[src/rtl/simm_cfg_pkg.sv]
package simm_cfg_pkg;

    typedef enum logic [2:0] {
        PK_NONE,
        PK_ID,
        PK_PRES,
        PK_DATA,
        PK_PAR
    } port_kind_e;

    typedef enum logic {
        PH_IDLE,
        PH_RESP
    } bus_phase_e;

endpackage

[src/rtl/simm_port_decode.sv]
module simm_port_decode
    import simm_cfg_pkg::*;
#(
    parameter int ADDR_W    = 12,
    parameter int ID_ADDR   = 'h803,
    parameter int PRES_ADDR = 'h804,
    parameter int DATA_ADDR = 'h820,
    parameter int PAR_ADDR  = 'h841
) (
    input  logic [ADDR_W-1:0] addr,
    output port_kind_e        kind
);

    always_comb begin
        if (addr == ADDR_W'(ID_ADDR))
            kind = PK_ID;
        else if (addr == ADDR_W'(PRES_ADDR))
            kind = PK_PRES;
        else if (addr == ADDR_W'(DATA_ADDR))
            kind = PK_DATA;
        else if (addr == ADDR_W'(PAR_ADDR))
            kind = PK_PAR;
        else
            kind = PK_NONE;
    end

endmodule

[src/rtl/simm_end_regs.sv]
module simm_end_regs #(
    parameter int N_ENTRIES = 8,
    parameter int END_W     = 5,
    localparam int IDX_W    = $clog2(N_ENTRIES)
) (
    input  logic                       clk,
    input  logic                       rst_n,
    input  logic                       wr_en,
    input  logic [IDX_W-1:0]           wr_idx,
    input  logic [END_W-1:0]           wr_val,
    input  logic                       rd_adv,
    input  logic                       ptr_clr,
    output logic [END_W-1:0]           rd_val,
    output logic [N_ENTRIES*END_W-1:0] ents_flat
);

    localparam logic [IDX_W-1:0] LAST = IDX_W'(N_ENTRIES - 1);

    logic [END_W-1:0] ents_q [N_ENTRIES];
    logic [IDX_W-1:0] ptr_q;

    for (genvar k = 0; k < N_ENTRIES; k++) begin : g_ent
        always_ff @(posedge clk or negedge rst_n) begin
            if (!rst_n)
                ents_q[k] <= '0;
            else if (wr_en && wr_idx == IDX_W'(k))
                ents_q[k] <= wr_val;
        end
        assign ents_flat[k*END_W +: END_W] = ents_q[k];
    end

    always_ff @(posedge clk or negedge rst_n) begin
        if (!rst_n)
            ptr_q <= '0;
        else if (ptr_clr)
            ptr_q <= '0;
        else if (rd_adv)
            ptr_q <= (ptr_q == LAST) ? '0 : ptr_q + 1'b1;
    end

    assign rd_val = ents_q[ptr_q];

    // a presence read returns the pointer to zero
    a_r3_ptr_clear: assert property (@(posedge clk) disable iff (!rst_n)
        ptr_clr |=> ptr_q == '0);

    // each data read advances the pointer once, wrapping at the last entry
    a_r5_ptr_step: assert property (@(posedge clk) disable iff (!rst_n)
        (rd_adv && !ptr_clr && $past(rst_n)) |=>
            ptr_q == (($past(ptr_q) == LAST) ? '0 : $past(ptr_q) + 1'b1));

    // the pointer holds when no read touches it
    a_r5_ptr_hold: assert property (@(posedge clk) disable iff (!rst_n)
        (!rd_adv && !ptr_clr) |=> $stable(ptr_q));

    // a write lands in the indexed entry
    a_r4_store: assert property (@(posedge clk) disable iff (!rst_n)
        wr_en |=> ents_q[$past(wr_idx)] == $past(wr_val));

    // without a write strobe the entries do not move
    a_r9_hold: assert property (@(posedge clk) disable iff (!rst_n)
        !wr_en |=> $stable(ents_flat));

endmodule

[src/rtl/simm_slot_valid.sv]
module simm_slot_valid #(
    parameter int N_SOCKETS = 6,
    parameter int N_ENTRIES = 8,
    parameter int END_W     = 5
) (
    input  logic [N_ENTRIES*END_W-1:0] ents_flat,
    input  logic [N_SOCKETS-1:0]       present,
    output logic [N_SOCKETS-1:0]       slot_en
);

    for (genvar s = 0; s < N_SOCKETS; s++) begin : g_slot
        logic [END_W-1:0] start_v;
        logic [END_W-1:0] end_v;
        if (s == 0) begin : g_first
            assign start_v = '0;
        end else begin : g_rest
            assign start_v = ents_flat[s*END_W +: END_W];
        end
        assign end_v      = ents_flat[(s+1)*END_W +: END_W];
        assign slot_en[s] = present[s] && (end_v != start_v);
    end

endmodule

[src/rtl/simm_cfg_regs.sv]
module simm_cfg_regs
    import simm_cfg_pkg::*;
#(
    parameter int ADDR_W    = 12,
    parameter int DATA_W    = 8,
    parameter int N_SOCKETS = 6,
    parameter int N_ENTRIES = 8,
    parameter int END_W     = 5,
    parameter int ID_ADDR   = 'h803,
    parameter int PRES_ADDR = 'h804,
    parameter int DATA_ADDR = 'h820,
    parameter int PAR_ADDR  = 'h841
) (
    input  logic                       clk,
    input  logic                       rst_n,
    input  logic [ADDR_W-1:0]          bus_addr,
    input  logic                       bus_rd,
    input  logic                       bus_wr,
    input  logic [DATA_W-1:0]          bus_wdata,
    output logic [DATA_W-1:0]          bus_rdata,
    output logic                       bus_rvalid,
    input  logic [N_SOCKETS-1:0]       strap_present,
    input  logic [N_SOCKETS-1:0]       strap_large,
    output logic [N_ENTRIES*END_W-1:0] bank_end,
    output logic [N_SOCKETS-1:0]       slot_en
);

    localparam int IDX_W = $clog2(N_ENTRIES);
    localparam logic [DATA_W-1:0] PAR_OK = DATA_W'(1);

    port_kind_e       kind;
    bus_phase_e       phase_q, phase_d;
    logic [DATA_W-1:0] rd_mux;
    logic [END_W-1:0] ent_rd;

    simm_port_decode #(
        .ADDR_W   (ADDR_W),
        .ID_ADDR  (ID_ADDR),
        .PRES_ADDR(PRES_ADDR),
        .DATA_ADDR(DATA_ADDR),
        .PAR_ADDR (PAR_ADDR)
    ) u_dec (
        .addr(bus_addr),
        .kind(kind)
    );

    simm_end_regs #(
        .N_ENTRIES(N_ENTRIES),
        .END_W    (END_W)
    ) u_regs (
        .clk      (clk),
        .rst_n    (rst_n),
        .wr_en    (bus_wr && kind == PK_DATA),
        .wr_idx   (bus_wdata[DATA_W-1 -: IDX_W]),
        .wr_val   (bus_wdata[END_W-1:0]),
        .rd_adv   (bus_rd && kind == PK_DATA),
        .ptr_clr  (bus_rd && kind == PK_PRES),
        .rd_val   (ent_rd),
        .ents_flat(bank_end)
    );

    simm_slot_valid #(
        .N_SOCKETS(N_SOCKETS),
        .N_ENTRIES(N_ENTRIES),
        .END_W    (END_W)
    ) u_slot (
        .ents_flat(bank_end),
        .present  (strap_present),
        .slot_en  (slot_en)
    );

    always_comb begin
        rd_mux = '0;
        unique case (kind)
            PK_ID:   rd_mux[N_SOCKETS-1:0] = strap_present & strap_large;
            PK_PRES: begin
                rd_mux = '1;
                rd_mux[N_SOCKETS-1:0] = ~strap_present;
            end
            PK_DATA: rd_mux[END_W-1:0] = ent_rd;
            PK_PAR:  rd_mux = PAR_OK;
            PK_NONE: rd_mux = '0;
        endcase
    end

    always_comb begin
        unique case (phase_q)
            PH_IDLE: phase_d = bus_rd ? PH_RESP : PH_IDLE;
            PH_RESP: phase_d = bus_rd ? PH_RESP : PH_IDLE;
        endcase
    end

    always_ff @(posedge clk or negedge rst_n) begin
        if (!rst_n)
            phase_q <= PH_IDLE;
        else
            phase_q <= phase_d;
    end

    always_ff @(posedge clk or negedge rst_n) begin
        if (!rst_n)
            bus_rdata <= '0;
        else if (bus_rd)
            bus_rdata <= rd_mux;
    end

    assign bus_rvalid = (phase_q == PH_RESP);

    // a read strobe is answered in the next cycle
    a_r7_resp: assert property (@(posedge clk) disable iff (!rst_n)
        bus_rd |=> bus_rvalid);

    // no response without a strobe in the previous cycle
    a_r7_quiet: assert property (@(posedge clk) disable iff (!rst_n)
        !bus_rd |=> !bus_rvalid);

    // the parity port reads the fixed status
    a_r6_parity: assert property (@(posedge clk) disable iff (!rst_n)
        (bus_rd && bus_addr == ADDR_W'(PAR_ADDR)) |=> bus_rdata == PAR_OK);

    // unmapped reads return zero
    a_r9_unmapped: assert property (@(posedge clk) disable iff (!rst_n)
        (bus_rd && kind == PK_NONE) |=> bus_rdata == '0);

    // data-port read data never carries bits above the entry width
    a_r5_zero_ext: assert property (@(posedge clk) disable iff (!rst_n)
        (bus_rd && kind == PK_DATA) |=> bus_rdata[DATA_W-1:END_W] == '0);

    // an absent socket is never enabled
    a_r10_absent: assert property (@(posedge clk) disable iff (!rst_n)
        (slot_en & ~strap_present) == '0);

endmodule

[config.mk]
export PLATFORM = sky130hd
export DESIGN_NAME = simm_cfg_regs
export DESIGN_NICKNAME = d
export VERILOG_FILES = /design/src/rtl/simm_cfg_pkg.sv /design/src/rtl/simm_port_decode.sv /design/src/rtl/simm_end_regs.sv /design/src/rtl/simm_slot_valid.sv /design/src/rtl/simm_cfg_regs.sv
export SDC_FILE = /design/constraint.sdc
export NUM_CORES = 1
export LEC_CHECK = 0
export ABC_CLOCK_PERIOD_IN_PS = 2500
export BUFFER_PORTS_ARGS = -buffer_cell sky130_fd_sc_hd__buf_2
export CAP_MARGIN = 15
export CORE_ASPECT_RATIO = 2
export CORE_MARGIN = 8
export CORE_UTILIZATION = 25
export CTS_CLUSTER_SIZE = 40
export DETAILED_ROUTE_END_ITERATION = 6
export GPL_TIMING_DRIVEN = 0
export PLACE_DENSITY = 0.5
export RECOVER_POWER = 50
export SYNTH_ARGS = -nofsm -noshare
export SYNTH_HDL_FRONTEND = slang
export SYNTH_HIERARCHICAL = 1
export SYNTH_SLANG_ARGS = --single-unit
[constraint.sdc]
create_clock -name clk -period 2.5 [get_ports clk]
set_input_delay 0.375 -clock clk [delete_from_list [all_inputs] [get_ports clk]]
set_output_delay 0.375 -clock clk [all_outputs]
set_load 0.005 [all_outputs]
==> metrics.txt <==
# TYPE chip_impl_metric gauge
chip_impl_metric{name="fillerInstances",unit=""} 1226
chip_impl_metric{name="power_density",unit="nW/µm²"} 463
chip_impl_metric{name="grtUsageTotal",unit="%"} 12.5
chip_impl_metric{name="timing_worst_slew_pin_value",unit="ns"} 0.879
chip_impl_metric{name="route.detailed.vias_per_inst",unit=""} 4.78
chip_impl_metric{name="clock_sinks",unit=""} 51
chip_impl_metric{name="cts_max_path_buffers",unit=""} 2
chip_impl_info{name="run_status",value="finished clean"} 1
chip_impl_metric{name="grt_first_pass_wirelength",unit="µm"} 14800
chip_impl_metric{name="internal_power",unit="mW"} 1.37
chip_impl_metric{name="postRouteAntennaNets",unit=""} 0
chip_impl_info{name="top_usage_layer",value="met2"} 1
chip_impl_metric{name="port_buffers",unit=""} 90
chip_impl_metric{name="p_sw",unit="mW"} 0.396
chip_impl_metric{name="synth.yosys.seq_area_share",unit="%"} 43.4
chip_impl_metric{name="area_growth",unit="%"} 30.0
chip_impl_info{name="path_class",value="input port to flip-flop"} 1
chip_impl_metric{name="data_arrival_time_of_the_worst_path",unit="ns"} 2.50
chip_impl_metric{name="cts_inserted_buffers",unit=""} 5
chip_impl_metric{name="syn_nets",unit=""} 261
chip_impl_metric{name="synthCells",unit=""} 223
chip_impl_metric{name="ys.warnings.count",unit=""} 6
chip_impl_metric{name="fp.dieH",unit="µm"} 169
chip_impl_metric{name="route.vias.total",unit=""} 2265
chip_impl_metric{name="post_synth_num_cell_types",unit=""} 44
chip_impl_info{name="rsz_0062_raised_after_global_routing",value="false"} 1
chip_impl_metric{name="drt_iter0_drc",unit=""} 57
chip_impl_metric{name="fraction_of_final_layout_cells_sized_beyond_drive_strength_1",unit="%"} 47.1
chip_impl_metric{name="setup_total_negative_slack",unit="ns"} 0
chip_impl_metric{name="die_x",unit="µm"} 92.7
chip_impl_metric{name="first_global_vias",unit=""} 2560
chip_impl_metric{name="number_of_placement_rows",unit=""} 56
chip_impl_metric{name="place_ws",unit="ns"} -0.630
chip_impl_metric{name="drt_pre_antenna_iters",unit=""} 4
chip_impl_metric{name="fin_worst_skew",unit="ns"} 0.00720
chip_impl_metric{name="switching_share",unit="%"} 22.4
chip_impl_metric{name="maxCapViolations",unit=""} 0
chip_impl_metric{name="routability_congestion_estimate",unit=""} 0.787
chip_impl_metric{name="ios",unit=""} 91
chip_impl_metric{name="wirelength",unit="µm"} 9630
chip_impl_metric{name="final-max-slew-violation-count",unit=""} 0
chip_impl_metric{name="headroom_to_the_max_slew_limit",unit="%"} 41.4
chip_impl_metric{name="report.power.total",unit="mW"} 1.77
chip_impl_metric{name="yosys.area_share.simple",unit="%"} 13.1
chip_impl_metric{name="share_of_total_power_in_combinational_logic",unit="%"} 5.7
chip_impl_metric{name="design.core.area",unit="µm²"} 11600
chip_impl_metric{name="max-vdd-ir-drop",unit="mV"} 0.378
chip_impl_metric{name="met2_usage",unit="%"} 23.8
chip_impl_metric{name="largest_net_degree_at_the_start_of_global_routing",unit=""} 39
chip_impl_metric{name="synth-xor-area-share",unit="%"} 7.74
chip_impl_metric{name="layout.nets",unit=""} 366
chip_impl_metric{name="design.die.area",unit="µm²"} 15700
chip_impl_info{name="clock_tree.root_cell",value="clkbuf_16"} 1
chip_impl_metric{name="fin_crit",unit="ns"} 2.32
chip_impl_metric{name="synth_edf_count",unit=""} 0
chip_impl_metric{name="grt_antenna_before_repair",unit=""} 0
chip_impl_metric{name="report.final.setup_viol",unit=""} 0
chip_impl_metric{name="initial_core_util",unit="%"} 25.3
chip_impl_metric{name="met3_usage",unit="%"} 2.88
chip_impl_info{name="synth_top_family_by_area",value="multiplexers"} 1
chip_impl_metric{name="final_routed_wire_length_divided_by_cell_count",unit="µm"} 20.3
chip_impl_info{name="layout_commonest_cell",value="buf_2"} 1
chip_impl_metric{name="post_synth_instance_area",unit="µm²"} 2940
chip_impl_info{name="startpoint_type",value="input port"} 1
chip_impl_metric{name="final_critical_path_setup_slack",unit="ns"} 0.181
chip_impl_metric{name="synth-adder-area-share",unit="%"} 0.851
chip_impl_info{name="hp-class",value="input port to flip-flop"} 1
chip_impl_info{name="most_used_cells_in_the_layout_excluding_fill_and_tap_cells",value="68 x buf_2, 51 x dfrtp_1, 45 x mux2_2"} 1
chip_impl_metric{name="drcViolationCount",unit=""} 0
chip_impl_metric{name="ys_async_sr_fraction",unit="%"} 100
chip_impl_metric{name="grt_util_met1",unit="%"} 11.8
chip_impl_metric{name="worstPathMaxFanout",unit=""} 10
chip_impl_metric{name="postSynthRegisterBits",unit=""} 51
chip_impl_metric{name="synth_compound_gate_area_share",unit="%"} 6.43
chip_impl_metric{name="worstSkewPairLatency",unit="ns"} 0.30
chip_impl_metric{name="timing_limited_maximum_frequency",unit="MHz"} 431
chip_impl_metric{name="syn-mean-instance-area",unit="µm²"} 13.2
chip_impl_info{name="leading_register_cell_type_out_of_synthesis",value="dfrtp_1"} 1
chip_impl_metric{name="hpwlAfterDp",unit="µm"} 7830
chip_impl_metric{name="synth_mux_area_share",unit="%"} 26.9
chip_impl_info{name="cts_tree",value="done"} 1
chip_impl_metric{name="timing_hold_violations_final",unit=""} 0
chip_impl_metric{name="clock_power_share",unit="%"} 47.2
chip_impl_metric{name="grt_remaining_overflow",unit=""} 0
chip_impl_metric{name="clock_slew_at_reported_path_ffs",unit="ns"} 0.07
chip_impl_metric{name="layout_worst_path_cycle_share",unit="%"} 92.8
chip_impl_metric{name="cts_max_level",unit=""} 2
chip_impl_metric{name="critical_path_required",unit="ns"} 2.68
chip_impl_metric{name="diodes",unit=""} 0
chip_impl_metric{name="leakage_component_of_the_power",unit="nW"} 1.93
chip_impl_info{name="crit_path_end_kind",value="flip-flop"} 1
chip_impl_metric{name="power.sequential.fraction",unit="%"} 47.1
-- area by class of cell --
cell class | instances | area, µm² | share of cell area (%)
sequential | 51 | 1280 | 33.4
clock inverter | 2 | 38.8 | 1.01
tap | 145 | 181 | 4.74
buffer | 6 | 41.3 | 1.08
clock buffer | 6 | 139 | 3.63
inverter | 1 | 3.75 | 0.0982
timing repair buffer | 99 | 505 | 13.2
multi-input combinational | 164 | 1640 | 42.8
-- flip-flops by register name, summed over array words and instances (netlist names) --
signal / flops
bus_rdata: 7
u_regs/ents_flat: 40
u_regs/ptr_q: 3
bus_rvalid: 1
-- critical path: stages --
cell     delay, ns
buf_2         0.10
nor4b_2       0.29
nand2_2       0.15
nor4_4        0.34
buf_6         0.20
and3_2        0.27
nor4b_4       0.24
buf_4         0.20
mux2_2        0.33
-- metrics by stage --
| step | hold slack, ns | std cells | utilization [%] | instance area, µm² |
|---|---|---|---|---|
| 5_1_grt | 0.232 | 474 | 32.9 | 3820 |
| 6_report | 0.224 | 474 | 32.9 | 3820 |
| 3_5_place_dp | 0.309 | 459 | 31.0 | 3600 |
| 4_1_cts | 0.212 | 473 | 33.0 | 3840 |
| 3_3_place_gp | 0.478 | 458 | 30.8 | 3580 |
| 2_1_floorplan | 0.0794 | 223 | - | 2950 |
-- cells in the mapped netlist (all sizes together), types with 2 or more instances --
library cell  instances  area, µm²
a31oi                 7       43.8
mux2i                 2       20.0
clkbuf                4       15.0
a21oi                 2       10.0
and4bb                3       37.5
nor2                 12       45.0
dfrtp                51       1280
and2                  6       46.3
xor2                 10       87.6
ha                    2       25.0
nand2                 3       11.3
xnor2                16        140
nor2b                 2       20.0
mux4                 10        263
buf                   3       30.0
nor4b                 2       38.8
o211ai                4       30.0
o21ai                 5       25.0
mux2                 45        507
nor3b                 3       32.5
o31a                  5       43.8
nand4b                3       26.3
and3                  2       15.0
nand3                 5       25.0
nor3                  3       20.0
-- what timing repair did --
| item | in CTS | in global routing |
|---|---|---|
| endpoints found under the hold margin | 13 | 0 |
| gates resized for setup | 2 | 1 |
| hold buffers | 1 | 0 |
| setup buffers | 6 | 1 |
| pin swaps | 3 | 2 |
| setup endpoints to repair | 40 | 10 |
-- worst paths after layout --
path | slack (ns) | cells after the start | endpoint | start
max | 0.18 | 9 | u_regs/ents_flat[3]$_DFFE_PN0P_ | bus_addr[7]
min | 0.22 | 1 | bus_rvalid$_DFF_PN0_ | bus_rd
max reg2reg | 0.40 | 6 | bus_rdata[1]$_DFFE_PN0P_ | u_regs/ptr_q[0]$_DFFE_PN0P_
min reg2reg | 0.50 | 2 | bus_rdata[5]$_DFFE_PN0P_ | bus_rdata[5]$_DFFE_PN0P_
max in group asynchronous | 1.06 | 3 | bus_rdata[2]$_DFFE_PN0P_ | rst_n
min in group asynchronous | 0.72 | 2 | u_regs/ents_flat[1]$_DFFE_PN0P_ | rst_n
-- power by group through the flow --
stage	combinational, mW	sequential, mW	clock (mW)
global placement	0.0965	0.850	0
finish	0.100	0.834	0.835
detailed placement	0.101	0.850	0
floorplan	0.0198	0.851	0
CTS	0.104	0.833	0.857
global route	0.113	0.834	0.880
-- metal layers --
metal | vias to the layer above | wire length [µm]
met5 | - | 0
met4 | 0 | 399
met3 | 17 | 590
met2 | 79 | 5290
met1 | 1112 | 3350
li1 | 1057 | -
-- cell families (layout without fill, tap and decap cells) --
logic type,after synthesis,after routing
buffers and inverters,8,114
adders and majority gates,2,2
xor gates and xnor gates,26,26
muxes,57,57
DFF,51,51
AOI/OAI and AO/OA,27,27
and+or+nand+nor,52,52
No activity file was read; power rests on OpenSTA's default activity.
